==> src/rtl/i2c_scl_pkg.sv <==
package i2c_scl_pkg;
   typedef enum logic [2:0] {
      PH_IDLE  = 3'd0,
      PH_SETUP = 3'd1,
      PH_LOW   = 3'd2,
      PH_WAIT  = 3'd3,
      PH_HIGH  = 3'd4
   } scl_phase_e;

   function automatic int max_int(input int a, input int b);
      return (a > b) ? a : b;
   endfunction
endpackage

==> src/rtl/i2c_scl_sync.sv <==
module i2c_scl_sync #(
   parameter int STAGES = 2
) (
   input  logic clk,
   input  logic rst_n,
   input  logic d,
   output logic q
);
   logic [STAGES-1:0] chain_q;

   for (genvar i = 0; i < STAGES; i++) begin : g_stage
      if (i == 0) begin : g_first
         always_ff @(posedge clk) begin
            if (!rst_n) chain_q[i] <= 1'b1;
            else        chain_q[i] <= d;
         end
      end else begin : g_next
         always_ff @(posedge clk) begin
            if (!rst_n) chain_q[i] <= 1'b1;
            else        chain_q[i] <= chain_q[i-1];
         end
      end
   end

   assign q = chain_q[STAGES-1];
endmodule

==> src/rtl/i2c_scl_prescale.sv <==
module i2c_scl_prescale #(
   parameter int DIV_W = 3
) (
   input  logic             clk,
   input  logic             rst_n,
   input  logic             bypass,
   input  logic             restart,
   input  logic [DIV_W-1:0] div,
   output logic             tick
);
   logic [DIV_W-1:0] pcnt_q;
   logic             wrap;

   assign wrap = (pcnt_q == div);
   assign tick = bypass | wrap;

   always_ff @(posedge clk) begin
      if (!rst_n)                       pcnt_q <= '0;
      else if (restart || bypass || wrap) pcnt_q <= '0;
      else                              pcnt_q <= pcnt_q + 1'b1;
   end
endmodule

==> src/rtl/i2c_scl_len_calc.sv <==
module i2c_scl_len_calc #(
   parameter int CNT_W    = 16,
   parameter int MASK_W   = 8,
   parameter int COMP_W   = 8,
   parameter int CDF_W    = 3,
   parameter int STEP_W   = 6,
   parameter int LEN_W    = 18,
   parameter int WAIT_LAT = 3
) (
   input  logic                    split_mode,
   input  logic                    mask_en,
   input  logic [CNT_W-1:0]        low_cnt,
   input  logic [CNT_W-1:0]        high_cnt,
   input  logic [MASK_W-1:0]       mask_dly,
   input  logic [COMP_W-1:0]       comp_cnt,
   input  logic [CDF_W+STEP_W-1:0] div_word,
   output logic [LEN_W-1:0]        low_len,
   output logic [LEN_W-1:0]        high_len,
   output logic [LEN_W-1:0]        smp_pt,
   output logic [LEN_W-1:0]        sda_pt,
   output logic [CDF_W-1:0]        pre_div
);
   localparam logic [LEN_W-1:0] FIXED_HALF = LEN_W'(4);
   localparam logic [LEN_W-1:0] LAT        = LEN_W'(WAIT_LAT);
   localparam logic [LEN_W-1:0] LEG_BASE   = LEN_W'(10);

   logic [CNT_W-1:0]  eff_mask;
   logic [LEN_W-1:0]  split_lo, split_hi_raw, split_hi;
   logic [LEN_W-1:0]  leg_base, leg_lo;
   logic [STEP_W-1:0] step;

   always_comb begin
      if (high_cnt == '0)                    eff_mask = '0;
      else if (CNT_W'(mask_dly) >= high_cnt) eff_mask = high_cnt - 1'b1;
      else                                   eff_mask = CNT_W'(mask_dly);
   end

   assign split_lo     = LEN_W'(low_cnt) + LEN_W'(eff_mask) + FIXED_HALF + LEN_W'(comp_cnt);
   assign split_hi_raw = LEN_W'(high_cnt) + LEN_W'(eff_mask) + FIXED_HALF - LAT;
   assign split_hi     = (split_hi_raw == '0) ? LEN_W'(1) : split_hi_raw;

   assign step     = div_word[CDF_W +: STEP_W];
   assign pre_div  = div_word[CDF_W-1:0];
   assign leg_base = LEG_BASE + (LEN_W'(step) << 2);
   assign leg_lo   = leg_base + LEN_W'(comp_cnt);

   always_comb begin
      if (split_mode) begin
         low_len  = split_lo;
         high_len = split_hi;
         smp_pt   = mask_en ? LEN_W'(eff_mask) : (split_hi >> 1);
      end else begin
         low_len  = leg_lo;
         high_len = leg_base;
         smp_pt   = leg_base >> 1;
      end
      sda_pt = low_len >> 1;
   end
endmodule

==> src/rtl/i2c_scl_phase_fsm.sv <==
module i2c_scl_phase_fsm
   import i2c_scl_pkg::*;
#(
   parameter int LEN_W   = 18,
   parameter int SETUP_W = 8
) (
   input  logic               clk,
   input  logic               rst_n,
   input  logic               run_en,
   input  logic               tick,
   input  logic               scl_hi,
   input  logic [SETUP_W-1:0] setup_cnt,
   input  logic [LEN_W-1:0]   low_len,
   input  logic [LEN_W-1:0]   high_len,
   input  logic [LEN_W-1:0]   smp_pt,
   input  logic [LEN_W-1:0]   sda_pt,
   output logic               restart,
   output logic               drive_low,
   output logic               sample_stb,
   output logic               sda_stb
);
   localparam logic [LEN_W-1:0] ONE = LEN_W'(1);

   scl_phase_e       state_q, state_d;
   logic [LEN_W-1:0] cnt_q, cnt_d;
   logic             drv_q, drv_d, smp_d, sda_d, smp_q, sda_q;

   always_comb begin
      state_d = state_q;
      cnt_d   = cnt_q;
      drv_d   = drv_q;
      smp_d   = 1'b0;
      sda_d   = 1'b0;
      unique case (state_q)
         PH_IDLE: begin
            drv_d = 1'b0;
            if (run_en) begin
               state_d = PH_SETUP;
               cnt_d   = '0;
               sda_d   = 1'b1;
            end
         end
         PH_SETUP: begin
            if (!run_en) begin
               state_d = PH_IDLE;
            end else if ((cnt_q + ONE) >= LEN_W'(setup_cnt)) begin
               state_d = PH_LOW;
               cnt_d   = '0;
               drv_d   = 1'b1;
            end else begin
               cnt_d = cnt_q + ONE;
            end
         end
         PH_LOW: begin
            if (tick) begin
               if (cnt_q == sda_pt) sda_d = 1'b1;
               if (cnt_q == low_len - ONE) begin
                  state_d = PH_WAIT;
                  cnt_d   = '0;
                  drv_d   = 1'b0;
               end else begin
                  cnt_d = cnt_q + ONE;
               end
            end
         end
         PH_WAIT: begin
            if (scl_hi) begin
               state_d = PH_HIGH;
               cnt_d   = '0;
            end
         end
         PH_HIGH: begin
            if (tick) begin
               if (cnt_q == smp_pt) smp_d = 1'b1;
               if (cnt_q == high_len - ONE) begin
                  cnt_d = '0;
                  if (run_en) begin
                     state_d = PH_LOW;
                     drv_d   = 1'b1;
                  end else begin
                     state_d = PH_IDLE;
                  end
               end else begin
                  cnt_d = cnt_q + ONE;
               end
            end
         end
         default: begin
            state_d = PH_IDLE;
            drv_d   = 1'b0;
         end
      endcase
   end

   assign restart = (state_d != state_q);

   always_ff @(posedge clk) begin
      if (!rst_n) begin
         state_q <= PH_IDLE;
         cnt_q   <= '0;
         drv_q   <= 1'b0;
         smp_q   <= 1'b0;
         sda_q   <= 1'b0;
      end else begin
         state_q <= state_d;
         cnt_q   <= cnt_d;
         drv_q   <= drv_d;
         smp_q   <= smp_d;
         sda_q   <= sda_d;
      end
   end

   assign drive_low  = drv_q;
   assign sample_stb = smp_q;
   assign sda_stb    = sda_q;
endmodule

==> src/rtl/i2c_scl_timer.sv <==
module i2c_scl_timer
   import i2c_scl_pkg::*;
#(
   parameter int CNT_W       = 16,
   parameter int MASK_W      = 8,
   parameter int COMP_W      = 8,
   parameter int SETUP_W     = 8,
   parameter int CDF_W       = 3,
   parameter int STEP_W      = 6,
   parameter int SYNC_STAGES = 2
) (
   input  logic                    clk,
   input  logic                    rst_n,
   input  logic                    run_en,
   input  logic                    split_mode,
   input  logic                    mask_en,
   input  logic [CNT_W-1:0]        low_cnt,
   input  logic [CNT_W-1:0]        high_cnt,
   input  logic [MASK_W-1:0]       mask_dly,
   input  logic [COMP_W-1:0]       comp_cnt,
   input  logic [SETUP_W-1:0]      setup_cnt,
   input  logic [CDF_W+STEP_W-1:0] div_word,
   input  logic                    scl_in,
   output logic                    scl_drive_low,
   output logic                    sample_stb,
   output logic                    sda_stb
);
   localparam int WAIT_LAT = SYNC_STAGES + 1;
   localparam int BASE_W   = max_int(max_int(CNT_W, COMP_W), max_int(STEP_W + 2, SETUP_W));
   localparam int LEN_W    = BASE_W + 2;

   if (CDF_W < 2 || CDF_W > 3) begin : g_bad_cdf
      $error("CDF_W must be 2 or 3");
   end
   if (SYNC_STAGES < 1 || SYNC_STAGES > 3) begin : g_bad_sync
      $error("SYNC_STAGES must be 1 to 3");
   end
   if (MASK_W > CNT_W) begin : g_bad_mask
      $error("MASK_W must not exceed CNT_W");
   end

   logic             scl_hi, tick, restart;
   logic [LEN_W-1:0] low_len, high_len, smp_pt, sda_pt;
   logic [CDF_W-1:0] pre_div;

   i2c_scl_sync #(.STAGES(SYNC_STAGES)) u_sync (
      .clk   (clk),
      .rst_n (rst_n),
      .d     (scl_in),
      .q     (scl_hi)
   );

   i2c_scl_len_calc #(
      .CNT_W    (CNT_W),
      .MASK_W   (MASK_W),
      .COMP_W   (COMP_W),
      .CDF_W    (CDF_W),
      .STEP_W   (STEP_W),
      .LEN_W    (LEN_W),
      .WAIT_LAT (WAIT_LAT)
   ) u_calc (
      .split_mode (split_mode),
      .mask_en    (mask_en),
      .low_cnt    (low_cnt),
      .high_cnt   (high_cnt),
      .mask_dly   (mask_dly),
      .comp_cnt   (comp_cnt),
      .div_word   (div_word),
      .low_len    (low_len),
      .high_len   (high_len),
      .smp_pt     (smp_pt),
      .sda_pt     (sda_pt),
      .pre_div    (pre_div)
   );

   i2c_scl_prescale #(.DIV_W(CDF_W)) u_pre (
      .clk     (clk),
      .rst_n   (rst_n),
      .bypass  (split_mode),
      .restart (restart),
      .div     (pre_div),
      .tick    (tick)
   );

   i2c_scl_phase_fsm #(.LEN_W(LEN_W), .SETUP_W(SETUP_W)) u_fsm (
      .clk        (clk),
      .rst_n      (rst_n),
      .run_en     (run_en),
      .tick       (tick),
      .scl_hi     (scl_hi),
      .setup_cnt  (setup_cnt),
      .low_len    (low_len),
      .high_len   (high_len),
      .smp_pt     (smp_pt),
      .sda_pt     (sda_pt),
      .restart    (restart),
      .drive_low  (scl_drive_low),
      .sample_stb (sample_stb),
      .sda_stb    (sda_stb)
   );
endmodule

==> config.mk <==
export PLATFORM = sky130hd
export DESIGN_NAME = i2c_scl_timer
export DESIGN_NICKNAME = d
export VERILOG_FILES = /design/src/rtl/i2c_scl_pkg.sv /design/src/rtl/i2c_scl_sync.sv /design/src/rtl/i2c_scl_prescale.sv /design/src/rtl/i2c_scl_len_calc.sv /design/src/rtl/i2c_scl_phase_fsm.sv /design/src/rtl/i2c_scl_timer.sv
export SDC_FILE = /design/constraint.sdc
export NUM_CORES = 1
export LEC_CHECK = 0
export ABC_AREA = 0
export BUFFER_PORTS_ARGS = -buffer_cell sky130_fd_sc_hd__buf_2
export CAP_MARGIN = 20
export CORE_UTILIZATION = 24
export DETAILED_ROUTE_END_ITERATION = 8
export HOLD_SLACK_MARGIN = 0.05
export PLACE_DENSITY = 0.4
export REMOVE_ABC_BUFFERS = 1
export SETUP_SLACK_MARGIN = 0.2
export SLEW_MARGIN = 40
export SYNTH_ARGS = -nofsm -noshare
export SYNTH_HDL_FRONTEND = slang
export SYNTH_SLANG_ARGS = --single-unit
export TNS_END_PERCENT = 50
==> constraint.sdc <==
create_clock -name clk -period 15.4 [get_ports clk]
set_input_delay 0 -clock clk [delete_from_list [all_inputs] [get_ports clk]]
set_output_delay 0 -clock clk [all_outputs]
set_load 0.05 [all_outputs]
==> insert_results.sql <==
INSERT INTO impl_metrics (metric_group, metric, value, unit) VALUES
('place', 'placed_cell_area', '0.009388', 'sq mm'),
('timing', 'timing.final.max_slew_violations', '0', ''),
('die', 'core_region_area', '0.03557', 'sq mm'),
('timing', 'report.final.hold_viol_count', '0', ''),
('synthesis', 'synthMostInstantiatedCell', 'sky130_fd_sc_hd__nor2_1', ''),
('synthesis', 'ys_async_sr_fraction', '0', ''),
('route', 'drtIter0Drc', '716', ''),
('global_routing', 'wire_length_of_the_first_global_routing_pass', '50680', 'um'),
('synthesis', 'ys_ff_latch', '29', ''),
('route', 'detail_route.wirelength', '32140', 'um'),
('power_and_ir_drop', 'power.total', '0.0005288', 'W'),
('timing', 'setup_tns', '0', 'ns'),
('route', 'wl_per_cell', '18.64', 'um'),
('timing', 'grt_setup_unrepaired', 'no', ''),
('cts', 'cts_setup_buffers', '0', ''),
('synthesis', 'synth_sequential_area_ratio', '0.06702', ''),
('cts', 'tritoncts.num_buffers', '5', ''),
('route', 'number_of_iterations_in_the_first_detailed_routing_pass', '6', ''),
('timing', 'finalCritPeriodShare', '0.6481', ''),
('cells_and_area', 'layout-area-overhead-vs-synth', '10.83', '%'),
('synthesis', 'synth_top_cell_area_share', '0.1127', ''),
('timing', 'clock-skew-final', '0.006476', 'ns'),
('worst_setup_path', 'worst-r2r-cell-count', '13', ''),
('worst_setup_path', 'cp_max_fo', '14', ''),
('synthesis', 'number_of_enable_flip_flop_cells_after_synthesis', '0', ''),
('worst_setup_path', 'rr_endpoint', 'u_pre.pcnt_q[0]', ''),
('cts', 'cts-htree-levels', '2', ''),
('place', 'io_buffer_count', '73', ''),
('global_routing', 'grt_max_degree', '51', ''),
('synthesis', 'netlist.top_cell.by_area', 'sky130_fd_sc_hd__ha_1', ''),
('synthesis', 'synth_cell_type_count', '88', ''),
('global_routing', 'groute.usage.overall', '0.1742', ''),
('timing', 'max_clock_freq', '100.2', 'MHz'),
('cts', 'tritoncts_clock_tree', 'built', ''),
('flow_run', 'cap_viol_max_count', '0', ''),
('synthesis', 'synth-main-ff-cell', 'sky130_fd_sc_hd__dfxtp_1', ''),
('route', 'drt_drc_violations_left', '0', ''),
('cts', 'max-clock-path-buffers', '2', ''),
('hold_path', 'worstHoldEndpoint', 'u_sync.q', ''),
('worst_setup_path', 'critical_path.reg2reg.startpoint', 'u_fsm.cnt_q[0]', ''),
('die', 'starting_density_of_the_core', '0.2435', ''),
('hold_path', 'hold_path_startpoint', 'u_sync.chain_q[0]', ''),
('die', 'floorplan.io_pins', '74', ''),
('cells_and_area', 'post_route_cells_drive_above_1_share', '0.1021', ''),
('power_and_ir_drop', 'reported_leakage_power', '3.711', 'nW'),
('power_and_ir_drop', 'cellPowerDensity', '55.08', 'mW/mm^2'),
('worst_setup_path', 'ff2ff_setup_slack', '11.56', 'ns'),
('worst_setup_path', 'crit_path_max_incr_delay', '0.63', 'ns'),
('hold_path', 'min_delay_path_class', 'reg -> reg', ''),
('die', 'die-width', '192.0', 'um'),
('timing', 'relSlewSlack', '0.4732', ''),
('cells_and_area', 'post-route-cell-area', '0.009600', 'sq mm'),
('worst_setup_path', 'critical_path_class', 'in -> reg', ''),
('cts', 'worst_setup_hold_path_clk_slew', '0.05', 'ns'),
('power_and_ir_drop', 'ir_worst_vdd', '0.04491', 'mV'),
('die', 'row_count', '69', ''),
('synthesis', 'syn-cell-area', '0.008662', 'sq mm'),
('die', 'fp.dieH', '192.0', 'um'),
('outcome', 'run_status', 'completed', ''),
('cells_and_area', 'postLayoutCoreUtil', '0.2699', ''),
('global_routing', 'globalRoute.totalOverflow', '0', ''),
('worst_setup_path', 'required', '15.56', 'ns'),
('route', 'via_count', '9430', ''),
('worst_setup_path', 'cp-end-kind', 'register', ''),
('die', 'fp.dieArea', '0.03686', 'sq mm'),
('synthesis', 'avgSynthCellArea', '7.008', 'sq um'),
('synthesis', 'synthesis.yosys.warnings', '0', ''),
('cells_and_area', 'number_of_nets_in_the_layout', '1415', ''),
('global_routing', 'via_count_of_the_first_global_routing_pass', '8996', ''),
('synthesis', 'yosys-top-cells-count', 'sky130_fd_sc_hd__nor2_1, sky130_fd_sc_hd__xnor2_1, sky130_fd_sc_hd__nand2_1', ''),
('route', 'drt.antenna.violating_nets', '0', '');
-- area by class of cell --
class                           count  area, sq um
Fill cell                        3981        25970
Multi-Input combinational cell   1095         7644
Sequential cell                    29        580.6
Tap cell                          461        576.8
Timing Repair Buffer               82        442.9
Inverter                           49        183.9
Clock buffer                        7        142.6
Clock inverter                      1        30.03
-- critical path: cells and delay by family --
family	cells	cell delay, ns
xor gates and xnor gates	1	0.24
AOI/OAI and AO/OA	16	4.99
and+or+nand+nor	13	3.83
adders and majority gates	3	0.92
buffers and inverters	1	0.13
-- stage by stage --
stage	setup WS, ns	cells
floorplan	7.149	1173
global placement	5.164	1712
detailed placement	5.344	1712
CTS	5.595	1724
global route	4.697	1724
finish	5.419	1724
-- sequential cells by signal, indices dropped and copies added (netlist names) --
name              count
u_fsm.drive_low       1
u_sync.q              1
u_fsm.sample_stb      1
u_sync.chain_q        1
u_fsm.sda_stb         1
u_pre.pcnt_q          3
u_fsm.cnt_q          18
u_fsm.state_q         3
-- cell families after synthesis --
logic type / after synthesis / share of synthesized area
fa+ha+maj: 82 / 0.1219
xor+xnor: 141 / 0.1466
buf+inv: 112 / 0.05185
simple gates: 493 / 0.2971
compound gates: 360 / 0.2926
mux: 19 / 0.02282
flops: 29 / 0.06702
-- cells in the final DEF (no fill, tap or decap), types with 22 or more instances in the layout --
| cell | netlist | routed |
|---|---|---|
| sky130_fd_sc_hd__xor2_1 | 45 | 45 |
| sky130_fd_sc_hd__xnor2_1 | 93 | 93 |
| sky130_fd_sc_hd__a211oi_1 | 25 | 24 |
| sky130_fd_sc_hd__dfxtp_1 | 29 | 29 |
| sky130_fd_sc_hd__inv_1 | 47 | 47 |
| sky130_fd_sc_hd__o21a_1 | 25 | 25 |
| sky130_fd_sc_hd__nand3_1 | 42 | 42 |
| sky130_fd_sc_hd__nand2_1 | 90 | 90 |
| sky130_fd_sc_hd__o21ai_0 | 60 | 60 |
| sky130_fd_sc_hd__nor4_1 | 32 | 31 |
| sky130_fd_sc_hd__nand4_1 | 27 | 27 |
| sky130_fd_sc_hd__nor2_1 | 114 | 114 |
| sky130_fd_sc_hd__ha_1 | 78 | 78 |
| sky130_fd_sc_hd__a21o_1 | 27 | 27 |
| sky130_fd_sc_hd__a21oi_1 | 71 | 71 |
| sky130_fd_sc_hd__and3_1 | 22 | 22 |
| sky130_fd_sc_hd__nor3_1 | 51 | 51 |
| sky130_fd_sc_hd__buf_2 | 4 | 73 |
-- power breakdown --
group / total, W / internal [W] / leakage, nW / switching (W)
Clock: 0.000115 / 0.0000807 / 0.0841 / 0.0000344
Sequential: 0.0000782 / 0.0000762 / 0.235 / 0.00000203
Combinational: 0.000335 / 0.000131 / 3.39 / 0.000204
-- per-layer routing --
| layer | wire length, um | vias up | track usage |
|---|---|---|---|
| li1 | - | 4700 | - |
| met1 | 15380 | 4478 | 0.2430 |
| met2 | 15060 | 230 | 0.2978 |
| met3 | 1299 | 22 | 0.009867 |
| met4 | 396 | 0 | 0.02695 |
| met5 | 0 | - | 0 |
-- how the worst max path moves through the flow --
stage	startpoint	end	cells past startpoint
CTS	high_cnt[0]	u_fsm.cnt_q[2]	34
floorplan	mask_dly[0]	u_fsm.cnt_q[10]	37
detailed placement	high_cnt[0]	u_fsm.cnt_q[2]	34
global route	high_cnt[0]	u_fsm.cnt_q[7]	34
global placement	high_cnt[0]	u_fsm.cnt_q[2]	34
finish	high_cnt[0]	u_fsm.cnt_q[2]	34
-- what timing repair did --
item,4_1_cts,5_1_grt
setup endpoints to repair,0,0
hold endpoints to repair,3,0
gates resized for setup,0,0
hold buffers,4,0
(Power assumes the default switching activity.)
